[config.mk]
export PLATFORM = sky130hd
export DESIGN_NAME = trap_entry_unit
export DESIGN_NICKNAME = d
export VERILOG_FILES = /design/src/rtl/trap_entry_pkg.sv /design/src/rtl/trap_deleg_decider.sv /design/src/rtl/trap_status_unit.sv /design/src/rtl/trap_reg_bank.sv /design/src/rtl/trap_entry_unit.sv
export SDC_FILE = /design/constraint.sdc
export NUM_CORES = 1
export LEC_CHECK = 0
export ABC_AREA = 1
export BUFFER_PORTS_ARGS = -buffer_cell sky130_fd_sc_hd__buf_2
export CORE_AREA = 2 2 170 172
export DETAILED_ROUTE_END_ITERATION = 8
export DIE_AREA = 0 0 172 174
export PLACE_DENSITY_LB_ADDON = 0.05
export SKIP_LAST_GASP = 1
export SYNTH_ARGS = -nofsm -noshare
export SYNTH_HDL_FRONTEND = slang
export SYNTH_SLANG_ARGS = --single-unit
[constraint.sdc]
create_clock -name clk -period 3 [get_ports clk]
set_input_delay 0.75 -clock clk [delete_from_list [all_inputs] [get_ports clk]]
set_output_delay 0.75 -clock clk [all_outputs]
set_load 0.01 [all_outputs]
[src/rtl/trap_entry_pkg.sv]
package trap_entry_pkg;

  typedef enum logic [1:0] {
    PRIV_U   = 2'd0,
    PRIV_S   = 2'd1,
    PRIV_RSV = 2'd2,
    PRIV_M   = 2'd3
  } priv_e;

  // Enable bits that exist; bit 2 (reserved level) is tied off.
  localparam logic [3:0] IE_LEGAL = 4'b1011;

  // Enable bit belonging to a privilege level.
  function automatic logic enable_of(input logic [3:0] ie_vec, input logic [1:0] lvl);
    return ie_vec[lvl];
  endfunction

  // Only user and supervisor traps may be lowered to supervisor mode.
  function automatic logic may_delegate(input logic [1:0] lvl);
    return (lvl == PRIV_U) || (lvl == PRIV_S);
  endfunction

endpackage

[src/rtl/trap_deleg_decider.sv]
module trap_deleg_decider
  import trap_entry_pkg::*;
#(
  parameter int XLEN = 32
) (
  input  logic [XLEN-1:0] cause,
  input  logic [XLEN-1:0] exc_mask,
  input  logic [XLEN-1:0] int_mask,
  input  logic [1:0]      cur_priv,
  output logic            is_intr,
  output logic            idx_in_range,
  output logic            deleg
);
  localparam int IDXW = $clog2(XLEN);
  localparam logic [XLEN-1:0] XLEN_V = XLEN'(XLEN);

  logic [XLEN-1:0] idx;
  logic [XLEN-1:0] sel_mask;
  logic            mask_bit;

  always_comb begin
    is_intr      = cause[XLEN-1];
    idx          = {1'b0, cause[XLEN-2:0]};
    sel_mask     = is_intr ? int_mask : exc_mask;
    idx_in_range = (idx < XLEN_V);
    mask_bit     = sel_mask[idx[IDXW-1:0]];
    deleg        = may_delegate(cur_priv) && idx_in_range && mask_bit;
  end

endmodule

[src/rtl/trap_status_unit.sv]
module trap_status_unit
  import trap_entry_pkg::*;
(
  input  logic       clk,
  input  logic       rst_n,
  input  logic       trap_fire,
  input  logic       deleg,
  input  logic       ctx_wr,
  input  logic [1:0] ctx_priv,
  input  logic [3:0] ctx_ie,
  output logic [1:0] priv_q,
  output logic [3:0] ie_q,
  output logic       spie_q,
  output logic       mpie_q,
  output logic       spp_q,
  output logic [1:0] mpp_q
);
  logic prev_en;
  logic ctx_priv_ok;

  assign prev_en     = enable_of(ie_q, priv_q);
  assign ctx_priv_ok = (ctx_priv != PRIV_RSV);

  always_ff @(posedge clk) begin
    if (!rst_n) begin
      priv_q <= PRIV_M;
      ie_q   <= '0;
      spie_q <= 1'b0;
      mpie_q <= 1'b0;
      spp_q  <= 1'b0;
      mpp_q  <= '0;
    end else if (trap_fire) begin
      if (deleg) begin
        spie_q  <= prev_en;
        spp_q   <= priv_q[0];
        ie_q[1] <= 1'b0;
        priv_q  <= PRIV_S;
      end else begin
        mpie_q  <= prev_en;
        mpp_q   <= priv_q;
        ie_q[3] <= 1'b0;
        priv_q  <= PRIV_M;
      end
    end else if (ctx_wr) begin
      ie_q <= ctx_ie & IE_LEGAL;
      if (ctx_priv_ok) priv_q <= ctx_priv;
    end
  end

  assert_priv_legal_R9: assert property (@(posedge clk) disable iff (!rst_n)
    priv_q != PRIV_RSV);

  assert_ie_rsv_zero_R9: assert property (@(posedge clk) disable iff (!rst_n)
    !ie_q[2]);

  assert_mtrap_target_R6: assert property (@(posedge clk) disable iff (!rst_n)
    trap_fire && !deleg |=> priv_q == PRIV_M && !ie_q[3] && mpp_q == $past(priv_q));

  assert_strap_target_R5: assert property (@(posedge clk) disable iff (!rst_n)
    trap_fire && deleg |=> priv_q == PRIV_S && !ie_q[1] && spp_q == $past(priv_q[0]));

  assert_ctx_discarded_R10: assert property (@(posedge clk) disable iff (!rst_n)
    trap_fire && ctx_wr && !deleg |=> priv_q == PRIV_M);

endmodule

[src/rtl/trap_reg_bank.sv]
module trap_reg_bank #(
  parameter int              XLEN  = 32,
  parameter logic [XLEN-1:0] MTVEC = 'h100
) (
  input  logic            clk,
  input  logic            rst_n,
  input  logic            trap_fire,
  input  logic            deleg,
  input  logic [XLEN-1:0] cause,
  input  logic [XLEN-1:0] epc,
  input  logic [XLEN-1:0] badaddr,
  input  logic [XLEN-1:0] stvec,
  output logic            redirect_valid,
  output logic [XLEN-1:0] redirect_pc,
  output logic            resv_release,
  output logic [XLEN-1:0] cause_q [2],
  output logic [XLEN-1:0] epc_q   [2],
  output logic [XLEN-1:0] bad_q   [2]
);
  // Level index 0 = supervisor bank, 1 = machine bank.
  localparam int NLVL = 2;

  logic [NLVL-1:0] lvl_sel;

  genvar g;
  generate
    for (g = 0; g < NLVL; g++) begin : g_lvl
      assign lvl_sel[g] = trap_fire && ((g == 0) ? deleg : !deleg);

      always_ff @(posedge clk) begin
        if (!rst_n) begin
          cause_q[g] <= '0;
          epc_q[g]   <= '0;
          bad_q[g]   <= '0;
        end else if (lvl_sel[g]) begin
          cause_q[g] <= cause;
          epc_q[g]   <= epc;
          bad_q[g]   <= badaddr;
        end
      end
    end
  endgenerate

  always_ff @(posedge clk) begin
    if (!rst_n) begin
      redirect_valid <= 1'b0;
      resv_release   <= 1'b0;
      redirect_pc    <= '0;
    end else begin
      redirect_valid <= trap_fire;
      resv_release   <= trap_fire;
      if (trap_fire) redirect_pc <= deleg ? {stvec[XLEN-1:2], 2'b00} : MTVEC;
    end
  end

  assert_one_bank_R4: assert property (@(posedge clk) disable iff (!rst_n)
    $countones(lvl_sel) <= 1);

  assert_release_after_trap_R7: assert property (@(posedge clk) disable iff (!rst_n)
    trap_fire |=> resv_release && redirect_valid);

  assert_release_quiet_R7: assert property (@(posedge clk) disable iff (!rst_n)
    !trap_fire |=> !resv_release && !redirect_valid);

  assert_hold_idle_R8: assert property (@(posedge clk) disable iff (!rst_n)
    !trap_fire |=> $stable(redirect_pc) && $stable(cause_q[0]) && $stable(cause_q[1]));

endmodule

[src/rtl/trap_entry_unit.sv]
module trap_entry_unit
  import trap_entry_pkg::*;
#(
  parameter int              XLEN  = 32,
  parameter logic [XLEN-1:0] MTVEC = 'h100
) (
  input  logic            clk,
  input  logic            rst_n,
  input  logic            trap_valid,
  input  logic [XLEN-1:0] trap_cause,
  input  logic [XLEN-1:0] trap_epc,
  input  logic [XLEN-1:0] trap_badaddr,
  input  logic [XLEN-1:0] exc_deleg_mask,
  input  logic [XLEN-1:0] int_deleg_mask,
  input  logic [XLEN-1:0] stvec,
  input  logic            ctx_wr,
  input  logic [1:0]      ctx_priv,
  input  logic [3:0]      ctx_ie,
  output logic [1:0]      priv,
  output logic [3:0]      ie,
  output logic            spie,
  output logic            mpie,
  output logic            spp,
  output logic [1:0]      mpp,
  output logic            redirect_valid,
  output logic [XLEN-1:0] redirect_pc,
  output logic            resv_release,
  output logic [XLEN-1:0] scause,
  output logic [XLEN-1:0] sepc,
  output logic [XLEN-1:0] sbadaddr,
  output logic [XLEN-1:0] mcause,
  output logic [XLEN-1:0] mepc,
  output logic [XLEN-1:0] mbadaddr
);
  localparam int LVL_S = 0;
  localparam int LVL_M = 1;

  // Named internal events for the assertions.
  logic            ev_trap;
  logic            ev_deleg;
  logic            ev_intr;
  logic            ev_idx_ok;
  logic [XLEN-1:0] cause_arr [2];
  logic [XLEN-1:0] epc_arr   [2];
  logic [XLEN-1:0] bad_arr   [2];

  assign ev_trap = trap_valid;

  trap_deleg_decider #(.XLEN(XLEN)) u_decider (
    .cause        (trap_cause),
    .exc_mask     (exc_deleg_mask),
    .int_mask     (int_deleg_mask),
    .cur_priv     (priv),
    .is_intr      (ev_intr),
    .idx_in_range (ev_idx_ok),
    .deleg        (ev_deleg)
  );

  trap_status_unit u_status (
    .clk       (clk),
    .rst_n     (rst_n),
    .trap_fire (ev_trap),
    .deleg     (ev_deleg),
    .ctx_wr    (ctx_wr),
    .ctx_priv  (ctx_priv),
    .ctx_ie    (ctx_ie),
    .priv_q    (priv),
    .ie_q      (ie),
    .spie_q    (spie),
    .mpie_q    (mpie),
    .spp_q     (spp),
    .mpp_q     (mpp)
  );

  trap_reg_bank #(.XLEN(XLEN), .MTVEC(MTVEC)) u_bank (
    .clk            (clk),
    .rst_n          (rst_n),
    .trap_fire      (ev_trap),
    .deleg          (ev_deleg),
    .cause          (trap_cause),
    .epc            (trap_epc),
    .badaddr        (trap_badaddr),
    .stvec          (stvec),
    .redirect_valid (redirect_valid),
    .redirect_pc    (redirect_pc),
    .resv_release   (resv_release),
    .cause_q        (cause_arr),
    .epc_q          (epc_arr),
    .bad_q          (bad_arr)
  );

  assign scause   = cause_arr[LVL_S];
  assign sepc     = epc_arr[LVL_S];
  assign sbadaddr = bad_arr[LVL_S];
  assign mcause   = cause_arr[LVL_M];
  assign mepc     = epc_arr[LVL_M];
  assign mbadaddr = bad_arr[LVL_M];

  assert_m_never_deleg_R3: assert property (@(posedge clk) disable iff (!rst_n)
    ev_trap && priv == PRIV_M |-> !ev_deleg);

  assert_range_gate_R3: assert property (@(posedge clk) disable iff (!rst_n)
    ev_trap && !ev_idx_ok |-> !ev_deleg);

  assert_scause_full_R4: assert property (@(posedge clk) disable iff (!rst_n)
    ev_trap && ev_deleg |=> scause[XLEN-1] == $past(ev_intr));

endmodule

---- Yosys cells after proc, flatten, opt, wreduce, memory -nomap -nowiden ----
Cells that the tools add are included.
storage, ports and cells
  memory bits (read-only) ................. 0
  latch bits .............................. 0
  register bits ........................... 235
  memories kept ........................... 0
  bits in writable memories ............... 0
  input bits .............................. 202
  output and inout port bits .............. 237
  logic and storage cells ................. 55
cells by class
  multiply operators ...................... 0
  equality and inequality tests ........... 4
  multiplexer cells ....................... 15
  magnitude comparators ................... 3
  div/mod/pow operators ................... 0
  reduce and logical (&&, ||, !) cells .... 15
  add/subtract/negate cells ............... 0
  bitwise logic cells ..................... 2
  shift-type cells ........................ 0
operators with widths
  operator                                                                count
  32-bit 2-to-1 mux                                                       2
  31-bit by 6-bit < comparator with 1-bit output (second input constant)  1
  2-bit AND reduction                                                     6
  2-bit 2-to-1 mux                                                        4
  5-bit by 6-bit < comparator with 1-bit output (second input constant)   1
  1-bit 2-to-1 mux                                                        6
  1-bit binary-select mux with 5-bit select                               1
  1-bit logical AND                                                       4
  4-bit 2-to-1 mux                                                        1
  2-bit != test (second input constant)                                   2
  2-bit nonzero test                                                      2
  2-bit by 3-bit < comparator with 1-bit output (second input constant)   1
  1-bit binary-select mux with 2-bit select                               1
  2-bit by 1-bit == test with 1-bit output (second input constant)        1
  2-bit zero test                                                         1
  2-bit by 1-bit != test with 1-bit output (second input constant)        1
  1-bit inverter                                                          2
  1-bit zero test                                                         1
  1-bit logical OR                                                        1

---- Depth between registers and ports, before layout ----
  word-level depth ........................ 6
  mapped depth ............................ 16

---- Hierarchy ----
Synthesis repeated with hierarchy kept, for this count alone.
second synthesis, totals
  cell total of the unflattened synthesis .. 1,455
  area total of the unflattened synthesis .. 9,789.4 um2
modules (own cells, without submodules)
  module              cells an instance  area each (um2)  times used  seq. area each (um2)
  trap_reg_bank       1,177              8,413.1          1           4,464.3
  trap_deleg_decider  218                935.9            1           0.0
  trap_status_unit    60                 440.4            1           200.2

---- Worst setup path after synthesis ----
Ideal clock, no wire load.
  kind .................................... input port to flip-flop
  start ................................... input trap_cause[31]
  end ..................................... register u_bank.cause_q[13] (netlist name)
  required time ........................... 2,888 ps
  slack ................................... 699 ps
  arrival ................................. 2,190 ps
  path buffers ............................ 4
  stages on the path ...................... 16
  cell sequence ........................... buf_4 > inv_4 > buf_4 > nand2_1 > nand3_1 > nand3_1 > nand3_1 > nand3_1 > nand3_2 > nand3_4 > nand2_2 > inv_4 > buf_6 > buf_6 > nor2_1 > nor2_1
on the way
  longest elaborated chain between the ends .. 6
RTL lines
  item                                       RTL line                  source
  start, declared                            trap_entry_unit.sv:10     input logic [XLEN-1:0] trap_cause,
  32-bit 2-to-1 mux                          trap_deleg_decider.sv:24  sel_mask = is_intr ? int_mask : exc_mask;
  1-bit binary-select mux with 5-bit select  trap_deleg_decider.sv:26  mask_bit = sel_mask[idx[IDXW-1:0]];
  1-bit 2-to-1 mux (not written as such)     trap_deleg_decider.sv:26
  1-bit logical AND                          trap_deleg_decider.sv:27  deleg = may_delegate(cur_priv) && idx_in_range && mask_bit;
  1-bit zero test                            trap_reg_bank.sv:28       assign lvl_sel[g] = trap_fire && ((g == 0) ? deleg : !deleg);
  1-bit logical AND                          trap_reg_bank.sv:28
  end signal, assigned by index              trap_reg_bank.sv:36       cause_q[g] <= cause;
  end, declared                              trap_reg_bank.sv:16       output logic [XLEN-1:0] cause_q [2],
Every way passes these cells. The select of a mux whose other input is x is not followed.
A chain may end at the register's enable or synchronous reset.

---- Worst setup path in the final report ----
  start ................................... input trap_cause[31]
  end ..................................... register u_bank.cause_q[25] (netlist name)
The elaborated chain is that of the path after synthesis.

==> flow_summary.yaml <==
timing:
  final_hold_viol_count: 0
  worst_slew_pin_slew_ps: 986.9
  finalClockSkew_ps: 5.869
  rsz0062_at_grt: "no"
  drv_slew: 0
  period_share: 0.7422
  setup_violations: 0
  fin_setup_tns_ps: 0
  relSlewSlack: 0.3413
  max_freq_mhz: 449.1
  period_minus_slack_ps: 2227
pwr:
  clkPwrFrac: 0.461
  seqPwrFrac: 0.441
  powerDensity_mw_per_mm2: 555.2
  intPower_mw: 5.555
  pwr-share-comb: 0.098
  vdd.ir_drop.worst_uv: 426.2
  leakagePower_nw: 7.257
  switching_share: 0.2446
  p_switching_mw: 1.799
place:
  gp_congestion: 0.8525
  port_buffers: 432
  hpwl_um: 22980
drt:
  detail_route.first_pass.iterations: 4
  drtAntennaViolNets: 0
  vias: 9821
  drt_iter0_drc: 480
  drc: 0
  wl_per_cell_um: 14.92
  routed_wl_um: 32830
  via_per_inst: 4.462
status:
  status: "finished clean"
clocking:
  cts_buffer_depth: 3
  worstSkewPairLatency_ps: 530
  post_cts_resized: 0
  ctsHoldBuffers: 0
  clkTransAtPathRegs_ps: 60
  cts_root_buffer: "clkbuf_16"
  cts.sinks: 233
  cts_tree: "done"
  h-tree-depth: 1
  postCtsSetupRepairBufs: 0
  cts_buffers: 28
die:
  die_x_um: 172
  die_h_um: 174
  ios: 439
  start_util: 0.3468
  design.core.area_mm2: 0.02824
  fp-row-count: 62
  die_area_mm2: 0.02993
setup_path:
  slowest_stage: "buf_4"
  crit_path_cell_trace: "buf_2, buf_4, nand2_1, nand3_1, nand3_1, nand3_1, nand3_1, nand3_2, nand3_4, nand2_2, inv_4, buf_12, nor2_1, nor2_1"
  cp_max_fo: 53
  critical_path_required_ps: 3420
  critPathArrivalTime_ps: 2650
  startpoint_type: "input pin"
  cp_slowest_stage_delay_ps: 320
  critPathTopFamily: "simple AND/OR/NAND/NOR gates"
  crit_type: "in2reg"
  endpoint_kind: "register"
  cp_common_cell: "nand3_1"
  path_buf_inv: 4
synthesis:
  yosys_warnings: 0
  synth-seq-area-share: 0.4764
  syn_area_mm2: 0.009792
  synth_cell_type_count: 29
  ys_ff_latch: 233
  synthCells: 1400
  syn-mean-instance-area_um2: 6.994
worst_hold_path:
  hp-class: "in2reg"
grt:
  grt_pass1_wl_um: 50540
  gr-usage-all-layers: 0.2110
  antenna_found_initial: 10
  grt_pass1_vias: 9486
  gr-total-overflow: 0
  grt_max_degree: 129
final_layout:
  areaGrowthSynthToFinish_pct: 35.27
  utilization: 0.4691
  drive_gt1_frac: 0.2808
  finalNetCount: 1990
run:
  max_cap_violations: 0
==> cell families after synthesis <==
group | count (synthesis) | share of synthesized area
AO/OA/AOI/OAI | 39 | 0.02070
buffers and inverters | 201 | 0.08970
flip-flops | 233 | 0.4764
other | 1 | 0.0003830
AND/OR/NAND/NOR | 926 | 0.4129
==> worst min-delay path: stages <==
cell and delay, ps:
buf_2 80, nor2_1 30, nor2_1 60
==> per-layer routing <==
| metal | global-route usage | vias to the layer above | part of all wire | routed length, um |
|---|---|---|---|---|
| met1 | 0.2520 | 4333 | 0.42 | 13630 |
| met5 | 0 | - | 0.0010 | 34 |
| met2 | 0.3497 | 317 | 0.46 | 15040 |
| li1 | - | 5098 | - | - |
| met3 | 0.07377 | 67 | 0.093 | 3049 |
| met4 | 0.07493 | 6 | 0.033 | 1073 |
==> final cells by class <==
type / count / area (um^2)
clock inverters: 9 / 102.6
flip-flops and latches: 233 / 4664
multi-input cells: 968 / 4259
fillers: 3017 / 14990
inverters: 102 / 387.9
clock buffers: 42 / 824.5
diodes: 8 / 20.02
repair buffers: 455 / 2506
well taps: 384 / 480.5
==> synthesized netlist by cell type <==
master,count,area [um^2]
and3_1,26,162.7
clkbuf_1,33,123.9
conb_1,1,3.750
inv_2,1,3.750
nor3_2,1,10.01
buf_1,11,41.29
buf_4,15,112.6
a21oi_1,33,165.2
nand2_1,348,1306
nand3b_1,77,578.1
nand4_1,5,31.28
buf_6,2,22.52
nor3_1,2,10.01
o2111ai_1,1,8.760
nand4_4,1,21.27
nand3_2,2,20.02
nor4_1,2,12.51
inv_4,2,12.51
o31ai_1,1,7.510
o22ai_1,1,6.260
o21ai_0,3,15.01
buf_2,38,190.2
nand2_2,1,6.260
nand3_4,1,17.52
dfxtp_1,233,4664
clkinv_1,1,3.750
nand3_1,112,560.5
nor2_1,348,1306
inv_1,98,367.9
==> power by group through the flow <==
stage	sequential, mW	clock [mW]	combinational, mW
after detailed placement	3.31	0	0.733
after floorplan	3.35	0	0.347
after global placement	3.31	0	0.730
after global routing	3.25	3.61	0.814
after CTS	3.24	3.49	0.736
final	3.24	3.39	0.724
==> placed cells by master, fill, tap and decap left out, types with 2 or more instances in the layout <==
cell type,synthesis,routed
conb_1,1,3
buf_12,0,13
dfxtp_1,233,233
nand3b_1,77,77
bufinv_16,0,2
buf_4,15,11
clkbuf_1,33,8
inv_1,98,98
nor4_1,2,2
nor2_1,348,347
clkbuf_8,0,5
nand3_2,2,2
clkbuf_16,0,29
a21oi_1,33,33
nand4_1,5,5
buf_2,38,430
nand3_1,112,112
clkinv_2,0,5
diode_2,0,8
nor3_1,2,2
o21ai_0,3,3
nand2_1,348,348
inv_4,2,2
and3_1,26,26
==> state kept, by name (all words and copies together), names as in the netlist <==
name / count
u_status.spie_q: 1
u_bank.epc_q: 64
u_status.spp_q: 1
u_bank.bad_q: 64
u_status.mpp_q: 2
u_bank.cause_q: 64
u_status.ie_q: 3
u_bank.redirect_pc: 30
u_bank.redirect_valid: 1
u_status.mpie_q: 1
u_status.priv_q: 2
==> per-stage QoR <==
stage                     power (mW)  cells  cell area (um^2)  hold slack [ps]  setup slack [ps]
after floorplan                3.701   1402              9799            469.4             698.8
after global placement         4.036   2142             12300            434.3             234.8
after detailed placement       4.042   2142             12300            441.6             220.7
after CTS                      7.461   2193             13230            407.3             788.1
after global routing           7.677   2199             13240            437.5             602.7
final                          7.354   2201             13250            433.8             773.3
==> final timing paths <==
kind	from	endpoint	slack (ps)	cells after the start
max	trap_cause[31]	u_bank.cause_q[25]	770	14
min	stvec[8]	u_bank.redirect_pc[8]	430	3
max reg2reg	u_status.priv_q[1]	u_bank.cause_q[25]	1330	8
min reg2reg	u_bank.cause_q[36]	u_bank.cause_q[36]	460	2
No activity file was read; power rests on OpenSTA's default activity.
